===== config.mk =====
export PLATFORM = sky130hd
export DESIGN_NAME = ctrl_word_port
export DESIGN_NICKNAME = d
export VERILOG_FILES = /design/src/rtl/cwp_pkg.sv /design/src/rtl/cwp_sync.sv /design/src/rtl/cwp_shift3.sv /design/src/rtl/cwp_slave2.sv /design/src/rtl/cwp_regbank.sv /design/src/rtl/ctrl_word_port.sv
export SDC_FILE = /design/constraint.sdc
export NUM_CORES = 1
export LEC_CHECK = 0
export CAP_MARGIN = 30
export CORE_UTILIZATION = 45
export DETAILED_ROUTE_END_ITERATION = 8
export PLACE_DENSITY_LB_ADDON = 0.08
export SLEW_MARGIN = 15
export SYNTH_ARGS = -nofsm -noshare
export SYNTH_HDL_FRONTEND = slang
export SYNTH_SLANG_ARGS = --single-unit

===== constraint.sdc =====
create_clock -name clk -period 3.8 [get_ports clk]
set_input_delay 0.57 -clock clk [delete_from_list [all_inputs] [get_ports clk]]
set_output_delay 0.57 -clock clk [all_outputs]
set_load 0.01 [all_outputs]

===== src/rtl/cwp_pkg.sv =====
// Package: shared sizes, the two-wire slave state type and the
// register default rule used by the register bank.
package cwp_pkg;
    localparam int ADDR_W = 7;
    localparam int DATA_W = 9;
    localparam int WORD_W = ADDR_W + DATA_W;

    typedef enum logic [2:0] {
        TW_IDLE,
        TW_DEV,
        TW_HI,
        TW_LO,
        TW_ACK,
        TW_SKIP
    } tw_state_t;

    // Default value of register idx: zero at index 0, arithmetic pattern elsewhere.
    function automatic logic [DATA_W-1:0] reg_default(input int unsigned idx);
        int unsigned v;
        if (idx == 0) return '0;
        v = (idx * 37 + 5) % (1 << DATA_W);
        return v[DATA_W-1:0];
    endfunction
endpackage


===== src/rtl/cwp_sync.sv =====
// Module: cwp_sync
// Brings WIDTH asynchronous lines into the clk domain through two flops.
// Assumes the lines are slow compared with clk; the reset value models idle lines.
module cwp_sync #(
    parameter int          WIDTH    = 3,
    parameter logic [WIDTH-1:0] RST_VAL = '1
) (
    input  logic             clk,
    input  logic             rst_n,
    input  logic [WIDTH-1:0] d_i,
    output logic [WIDTH-1:0] q_o
);
    logic [WIDTH-1:0] stage1;

    // Two-flop synchroniser with idle-level reset.
    always_ff @(posedge clk) begin
        if (!rst_n) begin
            stage1 <= RST_VAL;
            q_o    <= RST_VAL;
        end else begin
            stage1 <= d_i;
            q_o    <= stage1;
        end
    end
endmodule


===== src/rtl/cwp_shift3.sv =====
// Module: cwp_shift3
// Three-wire receiver: shifts data MSB first on rising shift-clock edges
// while select is low, and emits a one-cycle commit on the select rising
// edge when exactly WORD_W bits arrived. Assumes synchronised inputs.
module cwp_shift3
    import cwp_pkg::*;
(
    input  logic              clk,
    input  logic              rst_n,
    input  logic              en_i,
    input  logic              csn_s,
    input  logic              sclk_s,
    input  logic              sdat_s,
    output logic              commit_o,
    output logic [WORD_W-1:0] word_o
);
    localparam int CNT_W = $clog2(WORD_W + 2);
    localparam logic [CNT_W-1:0] FULL = CNT_W'(WORD_W);
    localparam logic [CNT_W-1:0] OVER = CNT_W'(WORD_W + 1);

    logic             csn_q;
    logic             sclk_q;
    logic [CNT_W-1:0] cnt;
    logic [WORD_W-1:0] shreg;

    assign word_o = shreg;

    // Edge tracking, bit counting and frame commit.
    always_ff @(posedge clk) begin
        if (!rst_n || !en_i) begin
            csn_q    <= 1'b1;
            sclk_q   <= 1'b1;
            cnt      <= '0;
            shreg    <= '0;
            commit_o <= 1'b0;
        end else begin
            csn_q    <= csn_s;
            sclk_q   <= sclk_s;
            commit_o <= 1'b0;
            if (csn_s) begin
                if (!csn_q && cnt == FULL) commit_o <= 1'b1;
                cnt <= '0;
            end else if (sclk_s && !sclk_q) begin
                shreg <= {shreg[WORD_W-2:0], sdat_s};
                if (cnt != OVER) cnt <= cnt + 1'b1;
            end
        end
    end
endmodule


===== src/rtl/cwp_slave2.sv =====
// Module: cwp_slave2
// Two-wire write-only slave: detects START/STOP, matches the device address
// with a write bit, takes two data bytes, acknowledges each byte by pulling
// the data line for one clock pulse, and commits once the second
// acknowledge is released. Assumes synchronised inputs and a bus clock much
// slower than clk.
module cwp_slave2
    import cwp_pkg::*;
#(
    parameter logic [6:0] DEV_ADDR = 7'h1A
) (
    input  logic              clk,
    input  logic              rst_n,
    input  logic              en_i,
    input  logic              scl_s,
    input  logic              sda_s,
    output logic              pull_o,
    output logic              commit_o,
    output logic [WORD_W-1:0] word_o
);
    tw_state_t  st;
    tw_state_t  nxt;
    logic       scl_q;
    logic       sda_q;
    logic [3:0] cnt;
    logic [7:0] shreg;
    logic [7:0] hi_byte;
    logic [7:0] lo_byte;
    logic       pull_q;

    logic scl_rise, scl_fall, start_c, stop_c;

    assign scl_rise = scl_s && !scl_q;
    assign scl_fall = !scl_s && scl_q;
    assign start_c  = scl_s && scl_q && sda_q && !sda_s;
    assign stop_c   = scl_s && scl_q && !sda_q && sda_s;
    assign pull_o   = pull_q && en_i;
    assign word_o   = {hi_byte, lo_byte};

    // Bus state machine: byte reception, acknowledge and commit.
    always_ff @(posedge clk) begin
        if (!rst_n || !en_i) begin
            st       <= TW_IDLE;
            nxt      <= TW_IDLE;
            scl_q    <= 1'b1;
            sda_q    <= 1'b1;
            cnt      <= '0;
            shreg    <= '0;
            hi_byte  <= '0;
            lo_byte  <= '0;
            pull_q   <= 1'b0;
            commit_o <= 1'b0;
        end else begin
            scl_q    <= scl_s;
            sda_q    <= sda_s;
            commit_o <= 1'b0;
            if (start_c) begin
                st     <= TW_DEV;
                cnt    <= '0;
                pull_q <= 1'b0;
            end else if (stop_c) begin
                st     <= TW_IDLE;
                pull_q <= 1'b0;
            end else begin
                case (st)
                    TW_DEV, TW_HI, TW_LO: begin
                        if (scl_rise && cnt != 4'd8) begin
                            shreg <= {shreg[6:0], sda_s};
                            cnt   <= cnt + 1'b1;
                        end else if (scl_fall && cnt == 4'd8) begin
                            cnt <= '0;
                            if (st == TW_DEV) begin
                                if (shreg[7:1] == DEV_ADDR && !shreg[0]) begin
                                    pull_q <= 1'b1;
                                    nxt    <= TW_HI;
                                    st     <= TW_ACK;
                                end else begin
                                    st <= TW_SKIP;
                                end
                            end else if (st == TW_HI) begin
                                hi_byte <= shreg;
                                pull_q  <= 1'b1;
                                nxt     <= TW_LO;
                                st      <= TW_ACK;
                            end else begin
                                lo_byte <= shreg;
                                pull_q  <= 1'b1;
                                nxt     <= TW_SKIP;
                                st      <= TW_ACK;
                            end
                        end
                    end
                    TW_ACK: begin
                        if (scl_fall) begin
                            pull_q <= 1'b0;
                            st     <= nxt;
                            if (nxt == TW_SKIP) commit_o <= 1'b1;
                        end
                    end
                    default: ;
                endcase
            end
        end
    end
endmodule


===== src/rtl/cwp_regbank.sv =====
// Module: cwp_regbank
// Register bank of NREG entries with computed defaults. A commit writes one
// entry; a commit to index 0 reloads every default; indices at or above
// NREG are dropped. Drives all entries on a flat bus.
module cwp_regbank
    import cwp_pkg::*;
#(
    parameter int NREG = 64
) (
    input  logic                   clk,
    input  logic                   rst_n,
    input  logic                   wr_i,
    input  logic [ADDR_W-1:0]      addr_i,
    input  logic [DATA_W-1:0]      data_i,
    output logic [NREG*DATA_W-1:0] regs_o
);
    logic [DATA_W-1:0] bank [NREG];
    logic              soft_rst;
    logic              in_range;

    assign soft_rst = wr_i && (addr_i == '0);
    assign in_range = 32'(addr_i) < NREG;

    for (genvar g = 0; g < NREG; g++) begin : g_reg
        // One entry: default on reset, then direct writes by index.
        always_ff @(posedge clk) begin
            if (!rst_n || soft_rst) begin
                bank[g] <= reg_default(g);
            end else if (wr_i && in_range && 32'(addr_i) == g) begin
                bank[g] <= data_i;
            end
        end
        assign regs_o[g*DATA_W +: DATA_W] = bank[g];
    end
endmodule


===== src/rtl/ctrl_word_port.sv =====
// Module: ctrl_word_port (top)
// Serial control port: synchronises the pins, runs the selected front end
// and routes its commits into the register bank. mode_2w is a static
// configuration input; changing it returns both front ends to idle.
module ctrl_word_port
    import cwp_pkg::*;
#(
    parameter int         NREG     = 64,
    parameter logic [6:0] DEV_ADDR = 7'h1A
) (
    input  logic                   clk,
    input  logic                   rst_n,
    input  logic                   mode_2w,
    input  logic                   csn_i,
    input  logic                   sclk_i,
    input  logic                   sdat_i,
    output logic                   sda_pull_o,
    output logic [NREG*DATA_W-1:0] regs_o
);
    logic [2:0]        pins_s;
    logic              c3, c2;
    logic [WORD_W-1:0] w3, w2;
    logic              wr_en;
    logic [WORD_W-1:0] wr_word;

    cwp_sync #(.WIDTH(3), .RST_VAL(3'b111)) u_sync (
        .clk(clk), .rst_n(rst_n),
        .d_i({csn_i, sclk_i, sdat_i}), .q_o(pins_s)
    );

    cwp_shift3 u_shift3 (
        .clk(clk), .rst_n(rst_n), .en_i(!mode_2w),
        .csn_s(pins_s[2]), .sclk_s(pins_s[1]), .sdat_s(pins_s[0]),
        .commit_o(c3), .word_o(w3)
    );

    cwp_slave2 #(.DEV_ADDR(DEV_ADDR)) u_slave2 (
        .clk(clk), .rst_n(rst_n), .en_i(mode_2w),
        .scl_s(pins_s[1]), .sda_s(pins_s[0]),
        .pull_o(sda_pull_o), .commit_o(c2), .word_o(w2)
    );

    assign wr_en   = mode_2w ? c2 : c3;
    assign wr_word = mode_2w ? w2 : w3;

    cwp_regbank #(.NREG(NREG)) u_bank (
        .clk(clk), .rst_n(rst_n), .wr_i(wr_en),
        .addr_i(wr_word[WORD_W-1:DATA_W]), .data_i(wr_word[DATA_W-1:0]),
        .regs_o(regs_o)
    );
endmodule


## Word level (Yosys, flattened, before mapping)

Memories as Yosys holds them, arrays and structs flattened.
Cells that the tools add are included.

| operators by class | value |
|---|---|
| add/subtract/negate cells | 2 |
| $lt $le $gt $ge | 1 |
| equal/unequal tests | 81 |
| multiplexer cells | 281 |
| bitwise logic cells | 72 |
| reduce and logical (&&, ||, !) cells | 111 |

Operators with widths:

| cell | number |
|---|---|
| two-way mux 9 bit | 64 |
| == test 7 x 6 -> 1 bit (second input constant) | 32 |
| two-way mux 1 bit | 206 |
| == test 7 x 5 -> 1 bit (second input constant) | 17 |
| logical AND 1 bit | 79 |
| OR 1 bit | 64 |
| == test 7 x 4 -> 1 bit (second input constant) | 8 |
| == test 7 x 3 -> 1 bit (second input constant) | 4 |
| two-way mux 3 bit | 6 |
| two-way mux 16 bit | 1 |
| == test 7 x 2 -> 1 bit (second input constant) | 2 |
| AND reduction 7 bit | 2 |
| AND reduction 4 bit | 3 |
| zero test 1 bit | 9 |
| two-way mux 4 bit | 2 |
| != test 4 x 1 -> 1 bit (second input constant) | 2 |
| NOT 1 bit | 8 |
| == test 7 x 1 -> 1 bit (second input constant) | 1 |
| zero test 7 bit | 1 |
| < comparator 7 bit (second input constant) | 1 |
| == test 3 x 2 -> 1 bit (second input constant) | 2 |
| == test 3 bit (second input constant) | 2 |
| case mux 3 bit (2 select lines) | 1 |
| AND reduction 6 bit | 1 |
| 21 further kinds | 30 |

| word-level totals | value |
|---|---|
| bits in registers | 68 |
| memory bits (writable) | 576 |
| input bits | 6 |
| output and inout bits | 577 |
| memories | 1 |

Memory list:

| name | words | bits a word | rd ports | clocked after memory_dff | write ports | line | text |
|---|---|---|---|---|---|---|---|
| u_bank.bank | 64 | 9 | 64 | 0 | 64 | cwp_regbank.sv:17 | `logic [DATA_W-1:0] bank [NREG];` |

## Logic depth before layout (Yosys ltp)

Gate-level depths: netlist (run 1).

| logic depth | value |
|---|---|
| word-level depth | 9 |
| mapped depth | 7 |
| gate-level depth less buffers | 6 |

## Cells and area by module

A second synthesis (run 1) with hierarchy kept.

| unflattened totals | value |
|---|---|
| cell total of the unflattened synthesis | 1757 |
| area, all modules | 23877.9 um^2 |

Modules (own cells, without submodules):

| module | times used | cells an instance | area an instance (um^2) | seq. area each (um^2) |
|---|---|---|---|---|
| cwp_regbank | 1 | 1445 | 20900.0 | 17296.6 |
| cwp_slave2 | 1 | 169 | 1614.0 | 760.7 |
| cwp_shift3 | 1 | 111 | 945.9 | 480.5 |
| ctrl_word_port | 1 | 20 | 260.2 | 0.0 |
| cwp_sync | 1 | 12 | 157.7 | 120.1 |

## Worst setup path before layout (run 1)

OpenSTA, ideal clock, no wires.

| path | value |
|---|---|
| kind | input -> register |
| start point | input port mode_2w |
| end point | memory u_bank.bank[3][0], in the netlist u_bank.bank[0][27], enable pin |
| setup time | 387 ps |
| arrival | 2260 ps |
| path slack | 1152 ps |
| cell stages on the path | 6 |
| cell sequence | buf_4 nor3_1 or2_2 nand2_2 clkbuf_1 o21ai_0 |

RTL lines:

| element | line | text |
|---|---|---|
| start, declared | ctrl_word_port.sv:13 | `input logic mode_2w,` |
| end, declared | cwp_regbank.sv:17 |  |

## Worst setup path in the final report (run 1)

| path | value |
|---|---|
| start point | input port mode_2w |
| end point | output port sda_pull_o |

| between the ends | value |
|---|---|
| longest elaborated chain between the ends | 1 |

RTL lines:

| element | line | text |
|---|---|---|
| logical AND 1 bit | cwp_slave2.sv:37 | `assign pull_o = pull_q && en_i;` |
| end, declared | ctrl_word_port.sv:17 | `output logic sda_pull_o,` |

No other way between the ends.

==> results of run 1 <==
[per-stage QoR]
stage / cells / worst slack, ns / util [%] / hold slack [ns]
6_report: 3114 / 0.951 / 62.6 / 0.411
5_1_grt: 3114 / 0.845 / 62.6 / 0.431
4_1_cts: 3113 / 0.913 / 62.6 / 0.416
3_5_place_dp: 2994 / 0.629 / 58.6 / 0.397
3_3_place_gp: 2977 / 0.513 / 58.5 / 0.391
2_1_floorplan: 1785 / 1.15 / - / 0.372
[cell families after synthesis]
| group | share of synthesized area, % |
|---|---|
| and+or+nand+nor | 15.5 |
| DFF | 75.9 |
| adders and majority gates | 0.255 |
| buffers and inverters | 3.66 |
| xor gates and xnor gates | 0.143 |
| AOI/OAI and AO/OA | 2.89 |
| muxes | 1.62 |
| other | 0.0153 |
[sequential cells by signal, summed over array words and instances, names as in the netlist, 3 cells and up]
name,count
u_shift3.cnt,5
u_shift3.word_o,16
u_slave2.shreg,8
u_bank.bank,576
u_slave2.hi_byte,8
u_slave2.st,3
u_slave2.cnt,4
u_sync.stage1,3
u_sync.q_o,3
u_slave2.lo_byte,8
u_slave2.nxt,3
[metal layers]
layer / track usage, % / share of wire [%]
met4: 13.2 / 4.3
met2: 53.1 / 49
met1: 42.1 / 38
met3: 6.14 / 9.3
met5: 0 / 0
[power breakdown]
part           internal [mW]  switching (mW)  total, mW
Clock                   3.79            2.67       6.46
Sequential              7.80          0.0610       7.86
Combinational          0.246           0.333      0.579
Total                   11.8            3.07       14.9
[worst reg2reg max path: cells and delay by family, from the launching register on]
| family | cells | cell delay [ns] |
|---|---|---|
| AOI/OAI and AO/OA | 3 | 1.26 |
| DFF | 1 | 0.38 |
| and+or+nand+nor | 1 | 0.25 |
| buffers and inverters | 2 | 0.57 |
[final cells by class]
type                            count  share of cell area, %
Inverter                           11                  0.122
Clock inverter                     29                  0.682
Timing Repair Buffer              707                   20.2
Tap cell                          696                   2.58
Multi-Input combinational cell    937                   15.4
Clock buffer                       90                   5.66
Sequential cell                   644                   55.3
[placed cells by master (no fill, tap or decap), drive strengths merged, types with 2 or more instances in the layout]
cell type	netlist	routed
xor2	3	3
nor3b	2	2
nand2	61	61
a21oi	25	25
nor3	290	290
or2	7	7
a31oi	4	4
o22ai	2	2
buf	85	126
bufinv	0	4
nand3b	8	8
clkbuf	108	90
nor2	53	53
or3	6	6
nor2b	2	2
nand2b	14	14
a41oi	2	2
edfxtp	576	576
dfxtp	68	68
ha	5	5
inv	11	11
nand4	2	2
conb	1	9
mux2i	36	36
nand3	294	294
nor4	4	4
clkinv	0	24
and3	4	4
o21ai	78	78
clkdlybuf4s50	0	581
o21a	9	9
[final timing paths]
| kind | start | to | slack (ns) |
|---|---|---|---|
| min reg2reg | u_shift3.csn_q | u_shift3.commit_o | 0.41 |
| max | mode_2w | sda_pull_o | 0.95 |
| min | u_shift3.csn_q | u_shift3.commit_o | 0.41 |
| max reg2reg | u_slave2.hi_byte[5] | u_bank.bank[12][29] | 1.10 |
==> flow_metrics.py, run 1 <==
metrics = {
    "status": {
        "status": "finished clean",
    },
    "min_path": {
        "hold_class": "flip-flop to flip-flop",
        "whs_path_depth": 1,
    },
    "detailed_routing": {
        "via_per_inst": 5.90,
        "drtAntennaViolNets": 0,
        "drc": 0,
        "drt_iter0_drc": 2066,
        "vias": 18400,
        "drt-total-wl_um": 91100,
        "wl_per_cell_um": 29.2,
        "first_pass_iters": 7,
    },
    "critical_path": {
        "crit_cells": 4,
        "r2r_cells": 6,
        "crit_type": "input pin to output pin",
        "crit_path_cell_trace": "buf_2 > buf_4 > and2_1 > clkdlybuf4s50_1",
        "path_buf_inv": 3,
        "critical_path_arrival_ns": 2.28,
        "crit_required_ns": 3.23,
        "crit_path_end_kind": "output pin",
        "crit_slowest_cell": "clkdlybuf4s50_1",
        "cp_top_family": "buffers and inverters",
        "start_kind": "input pin",
        "cpPeakStageDelay_ns": 0.58,
        "crit_fanout": 29,
    },
    "logic_synthesis": {
        "synth_ff_type": "edfxtp_1",
        "synth_commonest_cells": "edfxtp_1 (576), nand3_1 (293), nor3_1 (290)",
        "synth-seq-cells": 644,
        "synth-edff-count": 576,
        "async_flop_share_pct": 0,
        "synth.area.top_cells": "edfxtp_1 (70%), nand3_1 (6.0%), nor3_1 (5.9%)",
        "ys_types": 57,
        "yosys.area.top_type_share_pct": 70.4,
        "synth_most_common_cell": "edfxtp_1",
        "synth_area_leader_cell": "edfxtp_1",
        "avgSynthCellArea_um2": 13.8,
        "yosysWarningCount": 0,
        "syn_area_um2": 24600,
        "seq_area_frac_synth_pct": 75.9,
        "syn_inst": 1777,
    },
    "timing": {
        "grt_setup_unrepaired": "no",
        "hold_viol_final": 0,
        "relSlewSlack_pct": 36.2,
        "setup_violations": 0,
        "layout_min_cycle_time_ns": 2.85,
        "fmax_ghz": 0.351,
        "tns_ns": 0,
        "report.final.slew_viol_count": 0,
        "finalCritPeriodShare_pct": 75.0,
        "worstMarginPinSlew_ns": 0.950,
        "final.setup_skew_ns": 0.0170,
    },
    "clock_tree": {
        "cts_tree": "built",
        "cts.path.max_buffers": 3,
        "cts_resized": 0,
        "cts_hold_buf": 0,
        "cts_sinks": 644,
        "cts_inserted_buffers": 66,
        "h-tree-depth": 3,
        "cts_root_buffer": "clkbuf_16",
        "worstSkewPairLatency_ns": 0.60,
        "cts_setup_buffers": 0,
        "cts.clk_slew.worst_paths_ns": 0.06,
    },
    "global_route": {
        "grt_pass1_wl_um": 127000,
        "grt_max_degree": 74,
        "grt_pass1_vias": 17200,
        "grt_overflow_total": 0,
        "grt_usage_pct": 32.3,
        "antenna_found_initial": 0,
    },
    "run": {
        "maxCapViolations": 0,
    },
    "floorplan": {
        "die_w_um": 236,
        "start_util_pct": 45.6,
        "floorplan.rows": 85,
        "die_y_um": 236,
        "coreArea_um2": 53900,
        "io_pins": 583,
        "die_area_um2": 55600,
    },
    "layout": {
        "multi_input_area_um2": 5220,
        "drive_above_1_share_pct": 11.0,
        "fill_cells": 4067,
        "diodes": 0,
        "seq_area_um2": 18700,
        "syn_to_final_growth_pct": 37.4,
        "fin_nets": 2378,
        "fin_area_um2": 33800,
    },
    "place": {
        "place_congestion": 0.881,
        "port_buffers": 582,
        "place_hpwl_um": 63400,
        "placed_area_um2": 31600,
    },
    "pwr": {
        "leakage_nw": 10.2,
        "ir_drop_uv": 307,
        "power.density_nw_per_um2": 441,
        "total_power_mw": 14.9,
    },
}
Power figures use the tool's default switching activity.
==> run 2: changes to the inputs <==
Clock period 3.8 ns to 2.8 ns, I/O delays scaled along.
==> flow_metrics.py, run 2 (synthesized netlist as in run 1, its figures left out) <==
metrics = {
    "status": {
        "status": "finished clean",
    },
    "global_route": {
        "use_met3_pct": 5.71,
        "grt_usage_pct": 31.6,
        "top_usage_layer": "met2",
        "grt_max_degree": 76,
        "grt_pass1_wl_um": 126000,
        "grt_use_met2_pct": 51.8,
        "grt_overflow_total": 0,
        "grt_pass1_vias": 17200,
        "grt_use_met1_pct": 41.4,
        "antenna_found_initial": 0,
    },
    "layout": {
        "syn_to_final_growth_pct": 40.4,
        "fin_area_um2": 34500,
        "fin_nets": 2431,
        "fill_cells": 4038,
        "layout_commonest_cell": "clkdlybuf4s50_1",
        "largest-register": "u_bank.bank",
        "utilization_pct": 64.0,
        "diodes": 0,
        "largest_reg_flops": 576,
        "drive_above_1_share_pct": 13.2,
        "final_cell_mix": "clkdlybuf4s50_1 (581), edfxtp_1 (576), nand3_1 (291), nor3_1 (290), buf_4 (148)",
    },
    "floorplan": {
        "die_w_um": 236,
        "die_area_um2": 55600,
        "coreArea_um2": 53900,
        "io_pins": 583,
        "floorplan.rows": 85,
        "die_y_um": 236,
        "start_util_pct": 45.6,
    },
    "clock_tree": {
        "worstSkewPairLatency_ns": 0.60,
        "cts.path.max_buffers": 3,
        "h-tree-depth": 3,
        "cts.clk_slew.worst_paths_ns": 0.06,
        "cts_sinks": 644,
        "cts_resized": 0,
        "cts_setup_buffers": 0,
        "cts_root_buffer": "clkbuf_16",
        "cts_hold_buf": 0,
        "cts_tree": "built",
        "cts_inserted_buffers": 67,
    },
    "timing": {
        "setup_violations": 0,
        "relSlewSlack_pct": 47.1,
        "grt_setup_unrepaired": "no",
        "report.final.slew_viol_count": 0,
        "worstMarginPinSlew_ns": 0.787,
        "tns_ns": 0,
        "final.setup_skew_ns": 0.0303,
        "hold_viol_final": 0,
        "layout_min_cycle_time_ns": 2.42,
        "fmax_ghz": 0.414,
        "finalCritPeriodShare_pct": 86.3,
    },
    "detailed_routing": {
        "via_per_inst": 5.82,
        "vias": 18400,
        "first_pass_iters": 5,
        "drt_iter0_drc": 1993,
        "drt-total-wl_um": 89400,
        "drc": 0,
        "wl_per_cell_um": 28.2,
        "drtAntennaViolNets": 0,
    },
    "critical_path": {
        "regToRegSetupSlack_ns": 0.51,
        "crit_fanout": 19,
        "critical_path_arrival_ns": 2.00,
        "start_kind": "input pin",
        "crit_type": "input pin to output pin",
        "crit_path_end_kind": "output pin",
        "crit_required_ns": 2.38,
    },
    "pwr": {
        "total_power_mw": 20.5,
        "ir_drop_uv": 440,
        "power.density_nw_per_um2": 595,
        "leakage_nw": 10.6,
    },
    "min_path": {
        "hold_class": "input pin to flip-flop",
    },
    "place": {
        "port_buffers": 582,
        "placed_area_um2": 32300,
        "place_hpwl_um": 61600,
        "place_congestion": 0.877,
    },
    "run": {
        "maxCapViolations": 0,
    },
}
-- run 2: final timing paths --
kind	from	to	depth (start not counted)
max reg2reg	u_shift3.word_o[12]	u_bank.bank[7][13]	6
max	mode_2w	sda_pull_o	4
min	csn_i	u_sync.stage1[2]	2
min reg2reg	u_shift3.csn_q	u_shift3.commit_o	1
-- run 2: critical path: stages --
cell	delay (ns)
buf_2	0.33
buf_4	0.41
and2_1	0.25
clkdlybuf4s50_1	0.57
-- run 2: final cells by class --
cell class              instances  area (um2)  share of cell area [%]
repair buffers                759        7510                    21.8
flip-flops and latches        644       18700                    54.1
well taps                     696         871                    2.52
clock buffers                  90        1900                    5.51
clock inverters                29         308                   0.892
multi-input cells             937        5220                    15.1
inverters                      11        41.3                   0.120
-- run 2: per-stage QoR --
stage | worst slack (ns) | instances | hold WS, ns
4_1_cts | 0.354 | 3166 | 0.373
3_5_place_dp | 0.117 | 3047 | 0.396
3_3_place_gp | 0.103 | 3047 | 0.391
5_1_grt | 0.330 | 3166 | 0.392
6_report | 0.384 | 3166 | 0.403
2_1_floorplan | 0.302 | 1785 | 0.372
-- run 2: per-layer routing --
layer / wire length, um / up-vias / part of all wire, %
met5: 0 / - / 0
met4: 3910 / 0 / 4.4
met3: 8180 / 176 / 9.2
met2: 43300 / 1158 / 48
met1: 34000 / 9168 / 38
li1: - / 7914 / -
-- run 2: power by group --
part | internal, mW | leakage, nW | switching, mW
Sequential | 10.6 | 5.50 | 0.0742
Combinational | 0.372 | 3.99 | 0.468
Clock | 5.40 | 1.09 | 3.63
